**config.mk**
```make
export PLATFORM = sky130hd
export DESIGN_NAME = sram_strobe_ctrl
export DESIGN_NICKNAME = d
export VERILOG_FILES = /design/src/rtl/sram_strobe_pkg.sv /design/src/rtl/sram_interval_timer.sv /design/src/rtl/sram_seq_fsm.sv /design/src/rtl/sram_pin_regs.sv /design/src/rtl/sram_strobe_ctrl.sv
export SDC_FILE = /design/constraint.sdc
export NUM_CORES = 1
export LEC_CHECK = 0
export ABC_CLOCK_PERIOD_IN_PS = 2500
export BUFFER_PORTS_ARGS = -buffer_cell sky130_fd_sc_hd__buf_2
export CORE_UTILIZATION = 53
export CTS_BUF_LIST = sky130_fd_sc_hd__clkbuf_2 sky130_fd_sc_hd__clkbuf_4 sky130_fd_sc_hd__clkbuf_8
export CTS_CLUSTER_SIZE = 10
export DETAILED_ROUTE_END_ITERATION = 16
export GPL_TIMING_DRIVEN = 0
export PLACE_DENSITY = 0.84
export SYNTH_ARGS = -nofsm -noshare
export SYNTH_HDL_FRONTEND = slang
export SYNTH_HIERARCHICAL = 1
export SYNTH_SLANG_ARGS = --single-unit
```
**constraint.sdc**
```tcl
create_clock -name clk -period 2.5 [get_ports clk]
set_input_delay 0.5 -clock clk [delete_from_list [all_inputs] [get_ports clk]]
set_output_delay 0.5 -clock clk [all_outputs]
set_load 0.01 [all_outputs]
```
**src/rtl/sram_strobe_pkg.sv**
```systemverilog
package sram_strobe_pkg;

  typedef enum logic [3:0] {
    S_IDLE,
    S_RD_ACCESS,
    S_RD_DONE,
    S_WR_SETUP,
    S_WR_PULSE,
    S_WR_RECOVER,
    S_STBY_ENTER,
    S_STBY,
    S_STBY_EXIT
  } seq_state_e;

  // Round a nanosecond interval up to whole cycles, never below one.
  function automatic int ns_to_cyc(input int ns, input int per);
    int c;
    c = (ns + per - 1) / per;
    return (c < 1) ? 1 : c;
  endfunction

  function automatic int imax(input int a, input int b);
    return (a > b) ? a : b;
  endfunction

endpackage

```
**src/rtl/sram_interval_timer.sv**
```systemverilog
module sram_interval_timer #(
  parameter int CNT_W = 6
) (
  input  logic             clk,
  input  logic             rst,
  input  logic             load,
  input  logic [CNT_W-1:0] load_val,
  output logic             zero
);

  logic [CNT_W-1:0] cnt_q;

  always_ff @(posedge clk) begin
    if (rst) begin
      cnt_q <= '0;
    end else if (load) begin
      cnt_q <= load_val;
    end else if (cnt_q != '0) begin
      cnt_q <= cnt_q - 1'b1;
    end
  end

  assign zero = (cnt_q == '0);

endmodule

```
**src/rtl/sram_seq_fsm.sv**
```systemverilog
module sram_seq_fsm
  import sram_strobe_pkg::*;
#(
  parameter int CNT_W   = 6,
  parameter int RD_CYC  = 13,
  parameter int SET_CYC = 6,
  parameter int PUL_CYC = 8,
  parameter int REC_CYC = 2,
  parameter int SBY_CYC = 30
) (
  input  logic             clk,
  input  logic             rst,
  input  logic             host_req,
  input  logic             host_we,
  input  logic             sleep_req,
  input  logic             wake_req,
  input  logic             tmr_zero,
  output seq_state_e       state_nxt,
  output logic             tmr_load,
  output logic [CNT_W-1:0] tmr_val,
  output logic             accept,
  output logic             capture,
  output logic             finish
);

  localparam logic [CNT_W-1:0] RD_LD  = CNT_W'(RD_CYC - 1);
  localparam logic [CNT_W-1:0] SET_LD = CNT_W'(SET_CYC - 1);
  localparam logic [CNT_W-1:0] PUL_LD = CNT_W'(PUL_CYC - 1);
  localparam logic [CNT_W-1:0] REC_LD = CNT_W'(REC_CYC - 1);
  localparam logic [CNT_W-1:0] SBY_LD = CNT_W'(SBY_CYC - 1);

  seq_state_e state_q;

  always_ff @(posedge clk) begin
    if (rst) state_q <= S_IDLE;
    else     state_q <= state_nxt;
  end

  always_comb begin
    state_nxt = state_q;
    tmr_load  = 1'b0;
    tmr_val   = '0;
    accept    = 1'b0;
    unique case (state_q)
      S_IDLE: begin
        if (host_req) begin
          accept    = 1'b1;
          tmr_load  = 1'b1;
          state_nxt = host_we ? S_WR_SETUP : S_RD_ACCESS;
          tmr_val   = host_we ? SET_LD : RD_LD;
        end else if (sleep_req) begin
          tmr_load  = 1'b1;
          tmr_val   = SBY_LD;
          state_nxt = S_STBY_ENTER;
        end
      end
      S_RD_ACCESS:  if (tmr_zero) state_nxt = S_RD_DONE;
      S_RD_DONE:    state_nxt = S_IDLE;
      S_WR_SETUP: begin
        if (tmr_zero) begin
          state_nxt = S_WR_PULSE;
          tmr_load  = 1'b1;
          tmr_val   = PUL_LD;
        end
      end
      S_WR_PULSE: begin
        if (tmr_zero) begin
          state_nxt = S_WR_RECOVER;
          tmr_load  = 1'b1;
          tmr_val   = REC_LD;
        end
      end
      S_WR_RECOVER: if (tmr_zero) state_nxt = S_IDLE;
      S_STBY_ENTER: if (tmr_zero) state_nxt = S_STBY;
      S_STBY: begin
        if (wake_req) begin
          state_nxt = S_STBY_EXIT;
          tmr_load  = 1'b1;
          tmr_val   = SBY_LD;
        end
      end
      S_STBY_EXIT:  if (tmr_zero) state_nxt = S_IDLE;
      default:      state_nxt = S_IDLE;
    endcase
  end

  assign capture = (state_q == S_RD_ACCESS) && tmr_zero;
  assign finish  = capture || ((state_q == S_WR_RECOVER) && tmr_zero);

endmodule

```
**src/rtl/sram_pin_regs.sv**
```systemverilog
module sram_pin_regs
  import sram_strobe_pkg::*;
#(
  parameter int AW = 8,
  parameter int DW = 4
) (
  input  logic          clk,
  input  logic          rst,
  input  seq_state_e    state_nxt,
  input  logic          accept,
  input  logic          capture,
  input  logic          finish,
  input  logic [AW-1:0] host_addr,
  input  logic [DW-1:0] host_wdata,
  input  logic [DW-1:0] mem_do,
  output logic [AW-1:0] mem_a,
  output logic [DW-1:0] mem_di,
  output logic          mem_sel_n,
  output logic          mem_sel,
  output logic          mem_oe_off,
  output logic          mem_wr_n,
  output logic          retain,
  output logic          host_done,
  output logic [DW-1:0] host_rdata
);

  // Pin levels decoded from the next state, then registered, so the pins
  // change on the same edge as the state and never glitch.
  logic sel_n_d, sel_d, oe_off_d, wr_n_d, retain_d;

  always_comb begin
    sel_n_d  = 1'b1;
    sel_d    = 1'b1;
    oe_off_d = 1'b1;
    wr_n_d   = 1'b1;
    retain_d = 1'b0;
    unique case (state_nxt)
      S_RD_ACCESS: begin
        sel_n_d  = 1'b0;
        oe_off_d = 1'b0;
      end
      S_WR_SETUP, S_WR_RECOVER: sel_n_d = 1'b0;
      S_WR_PULSE: begin
        sel_n_d = 1'b0;
        wr_n_d  = 1'b0;
      end
      S_STBY_ENTER, S_STBY_EXIT: sel_d = 1'b0;
      S_STBY: begin
        sel_d    = 1'b0;
        retain_d = 1'b1;
      end
      default: ;
    endcase
  end

  always_ff @(posedge clk) begin
    if (rst) begin
      mem_a      <= '0;
      mem_di     <= '0;
      mem_sel_n  <= 1'b1;
      mem_sel    <= 1'b1;
      mem_oe_off <= 1'b1;
      mem_wr_n   <= 1'b1;
      retain     <= 1'b0;
      host_done  <= 1'b0;
      host_rdata <= '0;
    end else begin
      mem_sel_n  <= sel_n_d;
      mem_sel    <= sel_d;
      mem_oe_off <= oe_off_d;
      mem_wr_n   <= wr_n_d;
      retain     <= retain_d;
      host_done  <= finish;
      if (accept) begin
        mem_a  <= host_addr;
        mem_di <= host_wdata;
      end
      if (capture) host_rdata <= mem_do;
    end
  end

endmodule

```
**src/rtl/sram_strobe_ctrl.sv**
```systemverilog
module sram_strobe_ctrl
  import sram_strobe_pkg::*;
#(
  parameter int AW            = 8,
  parameter int DW            = 4,
  parameter int CLK_PERIOD_NS = 20,
  parameter int SLOW_GRADE    = 0,
  parameter int SHARED_BUS    = 1
) (
  input  logic          clk,
  input  logic          rst,
  input  logic          host_req,
  input  logic          host_we,
  input  logic [AW-1:0] host_addr,
  input  logic [DW-1:0] host_wdata,
  input  logic          sleep_req,
  input  logic          wake_req,
  output logic          host_done,
  output logic [DW-1:0] host_rdata,
  output logic          retain,
  output logic [AW-1:0] mem_a,
  output logic [DW-1:0] mem_di,
  input  logic [DW-1:0] mem_do,
  output logic          mem_sel_n,
  output logic          mem_sel,
  output logic          mem_oe_off,
  output logic          mem_wr_n
);

  // Nanosecond minimums per speed grade
  localparam int ACC_NS   = (SLOW_GRADE != 0) ? 350 : 250;
  localparam int RCYC_NS  = (SLOW_GRADE != 0) ? 350 : 250;
  localparam int ASU_NS   = (SLOW_GRADE != 0) ? 150 : 110;
  localparam int OSU_NS   = (SLOW_GRADE != 0) ? 150 : 110;
  localparam int WW_NS    = (SLOW_GRADE != 0) ? 200 : 150;
  localparam int DSU_NS   = (SLOW_GRADE != 0) ? 200 : 150;
  localparam int WREC_NS  = (SLOW_GRADE != 0) ? 50  : 40;
  localparam int WCYC_NS  = (SLOW_GRADE != 0) ? 400 : 300;
  localparam int GUARD_NS = 600;

  // Cycle counts
  localparam int RD_CYC  = imax(ns_to_cyc(ACC_NS, CLK_PERIOD_NS),
                                ns_to_cyc(RCYC_NS, CLK_PERIOD_NS));
  localparam int OSU_CYC = (SHARED_BUS != 0) ? ns_to_cyc(OSU_NS, CLK_PERIOD_NS) : 1;
  localparam int SET_CYC = imax(ns_to_cyc(ASU_NS, CLK_PERIOD_NS), OSU_CYC);
  localparam int PUL_CYC = imax(ns_to_cyc(WW_NS, CLK_PERIOD_NS),
                                ns_to_cyc(DSU_NS, CLK_PERIOD_NS));
  localparam int REC_CYC = imax(ns_to_cyc(WREC_NS, CLK_PERIOD_NS),
                                ns_to_cyc(WCYC_NS, CLK_PERIOD_NS) - SET_CYC - PUL_CYC);
  localparam int SBY_CYC = ns_to_cyc(GUARD_NS, CLK_PERIOD_NS);
  localparam int MAX_CYC = imax(imax(RD_CYC, SBY_CYC),
                                imax(SET_CYC, imax(PUL_CYC, REC_CYC)));
  localparam int CNT_W   = $clog2(MAX_CYC + 1);

  seq_state_e       state_nxt;
  logic             tmr_load, tmr_zero, accept, capture, finish;
  logic [CNT_W-1:0] tmr_val;

  sram_interval_timer #(.CNT_W(CNT_W)) u_timer (
    .clk      (clk),
    .rst      (rst),
    .load     (tmr_load),
    .load_val (tmr_val),
    .zero     (tmr_zero)
  );

  sram_seq_fsm #(
    .CNT_W   (CNT_W),
    .RD_CYC  (RD_CYC),
    .SET_CYC (SET_CYC),
    .PUL_CYC (PUL_CYC),
    .REC_CYC (REC_CYC),
    .SBY_CYC (SBY_CYC)
  ) u_fsm (
    .clk       (clk),
    .rst       (rst),
    .host_req  (host_req),
    .host_we   (host_we),
    .sleep_req (sleep_req),
    .wake_req  (wake_req),
    .tmr_zero  (tmr_zero),
    .state_nxt (state_nxt),
    .tmr_load  (tmr_load),
    .tmr_val   (tmr_val),
    .accept    (accept),
    .capture   (capture),
    .finish    (finish)
  );

  sram_pin_regs #(.AW(AW), .DW(DW)) u_pins (
    .clk        (clk),
    .rst        (rst),
    .state_nxt  (state_nxt),
    .accept     (accept),
    .capture    (capture),
    .finish     (finish),
    .host_addr  (host_addr),
    .host_wdata (host_wdata),
    .mem_do     (mem_do),
    .mem_a      (mem_a),
    .mem_di     (mem_di),
    .mem_sel_n  (mem_sel_n),
    .mem_sel    (mem_sel),
    .mem_oe_off (mem_oe_off),
    .mem_wr_n   (mem_wr_n),
    .retain     (retain),
    .host_done  (host_done),
    .host_rdata (host_rdata)
  );

endmodule

```
==> impl_metrics.yaml <==
placed_design:
  io_buffers: 43
  globalplace.congestion: 0.8959
  placedCellCount: 237
  hpwl_um: 2503
  pre_cts_ws_ns: -0.04956
clocking:
  path_clk_slew_ns: 0.10
  cts_tree: "built"
  clock_latency_ns: 0.33
  htreeDepth: 2
  cts_hold_buf: 0
  cts_buffers: 5
  clock-sinks: 31
  clockBufferDepth: 2
  cts-root-buf: "clkbuf_4"
logic_synthesis:
  synth-main-ff-cell: "dfxtp_1"
  synth.area.top_cells: "dfxtp_1, mux2i_1, nor2_1, nand2_1, buf_6"
  synth-seq-cells: 31
  avgSynthCellArea_um2: 9.365
  yosysSeqAreaShare_pct: 40.66
  yosysWarningCount: 6
  synth_top_area_share_pct: 40.66
  synth_edf_count: 0
  synthArstFlopShare_pct: 0
  synth_nets: 186
  netlist_area_um2: 1526
  synth_cells: 163
  ys_types: 50
  yosysTopAreaCell: "dfxtp_1"
global_routing:
  overflow: 0
  grtUsageMet2_pct: 41.65
  gr-usage-met1_pct: 26.62
  grt_pass1_vias: 1351
  grt_antenna_before_repair: 0
  grtUsageMet3_pct: 7.209
  grt_max_degree: 14
  grt_usage_pct: 23.43
  busiest_layer: "met2"
  grt_pass1_wl_um: 5761
timing:
  worst_pin_slew_ns: 0.4314
  slew_viol_final: 0
  finalWorstSetupSlack_ns: 0.1369
  clock_skew_ns: 0.004210
  timing.fmax_ghz: 0.4232
  period_minus_slack_ns: 2.363
  setup_viol: 0
  fin_crit_sh_pct: 94.53
  rsz0062_at_grt: "no"
  hold_violations: 0
  max_slew_margin_pct: 71.11
route:
  firstDrtPassIters: 4
  ant_nets: 0
  via_per_inst: 5.516
  wirelength_um: 3453
  vias: 1368
  wire_per_inst_um: 13.92
  drcViolationCount: 0
  drt_iter0_drc: 69
run:
  cap_violations: 0
power_and_ir_drop:
  power.total_uw: 2277
  powerDensity_nw_per_um2: 1197
  peakVddDrop_mv: 0.9321
  p_leak_uw: 0.0008573
worst_hold_path:
  hold_class: "primary input to flop"
floorplan:
  die_h_um: 55.67
  dieWidth_um: 55.67
  die-area_um2: 3099
  floorplan.rows: 19
  core_um2: 2734
  io_pins: 44
  initial_utilization_pct: 55.84
critical_path:
  critPathLaunchType: "flop"
  cp.required_ns: 2.73
  cp_max_fo: 5
  arrival_ns: 2.60
  cp-end-kind: "flop"
  critPathKind: "flop to flop"
finish:
  drive_above_1_share_pct: 36.87
  n_fill_cell: 226
  num-nets-final: 239
  final_common_cell: "buf_2"
  layout.cells.non_filler: 248
  layout_common_cells: "buf_2, dfxtp_1, nor2_1"
  area_growth_pct: 24.59
  diodes: 0
run_status:
  outcome: "finished, final reports clean"
[area by class of cell]
type	instances	area [um^2]	share of cell area (%)
plain buffers	9	63.81	3.355
clock buffers	6	51.30	2.697
clock inverters	2	35.03	1.842
inverters	7	26.28	1.382
multi-input cells	116	830.8	43.68
flip-flops and latches	31	620.6	32.63
well taps	31	38.79	2.039
repair buffers	46	235.2	12.37
[through the flow]
step	setup TNS, ns	instance area (um^2)	hold slack (ns)	utilization, %
5_1_grt	0	1902	0.3924	69.57
6_report	0	1902	0.3977	69.57
3_5_place_dp	-0.04956	1780	0.4801	65.13
4_1_cts	0	1874	0.3970	68.56
3_3_place_gp	-0.01140	1780	0.4685	65.13
2_1_floorplan	0	1526	0.4902	-
[cell usage after synthesis (all sizes together), types with 2 or more instances]
library cell,instances
nor2b,5
a21oi,5
or2b,2
xnor2,2
nor2,23
and2,2
o21ai,4
dfxtp,31
inv,7
and2b,3
mux2i,17
nand2,10
nand3b,2
and4,2
nor4,2
nand3,4
o211ai,3
nor4b,2
o311ai,2
or3,2
and3b,2
a21o,2
nand4,4
buf,8
nor3,4
[worst max-delay path: stages, from the launching register on]
cell and delay (ns):
dfxtp_1 0.34, inv_1 0.11, ha_4 0.15, nor4b_4 0.25, buf_6 0.17, or2b_2 0.32, nand4_1 0.13, nand2_2 0.10
or4b_1 0.52, a21o_1 0.16
[worst paths after layout]
path,start,to,slack (ns),cells after the start
setup / recovery,u_timer/cnt_q[0],u_pins/mem_sel,0.14,9
hold / removal,host_addr[3],u_pins/mem_a[3],0.40,3
setup reg to reg,u_timer/cnt_q[0],u_pins/mem_sel,0.14,9
hold reg to reg,u_pins/mem_a[3],u_pins/mem_a[3],0.50,2
[sequential cells by signal (all words and copies together) (netlist names)]
name,count
u_pins/mem_a,8
u_timer/cnt_q,5
u_fsm/state_q,4
u_pins/host_rdata,4
u_pins/mem_di,4
u_pins/host_done,1
u_pins/mem_oe_off,1
u_pins/mem_sel,1
u_pins/mem_sel_n,1
u_pins/mem_wr_n,1
u_pins/retain,1
[cell families after synthesis]
| kind of cell | after synthesis | share of synthesized area, % |
|---|---|---|
| AO/OA/AOI/OAI | 23 | 11.23 |
| XOR/XNOR | 2 | 1.148 |
| adder cells (fa/ha/maj) | 1 | 0.8195 |
| buffers and inverters | 16 | 5.901 |
| flip-flops | 31 | 40.66 |
| multiplexers | 18 | 11.88 |
| AND/OR/NAND/NOR | 72 | 28.36 |
[report_power, final]
| part | total [uW] | internal [uW] | switching, uW |
|---|---|---|---|
| combinational | 1150 | 537 | 611 |
| clock | 413 | 236 | 177 |
| sequential | 715 | 623 | 92.0 |
| total | 2280 | 1400 | 880 |
[what timing repair did]
item	4_1_cts	5_1_grt
endpoints found under the setup margin	1	1
gates cloned	0	1
setup buffers	1	1
gates resized for setup	0	3
pin swaps	0	2
[metal layers]
metal | part of all wire (%) | wire length, um
met1 | 43 | 1472
met5 | 0 | 0
met3 | 4.8 | 165
met2 | 52 | 1783
met4 | 0.93 | 32
Power figures use the tool's default switching activity.
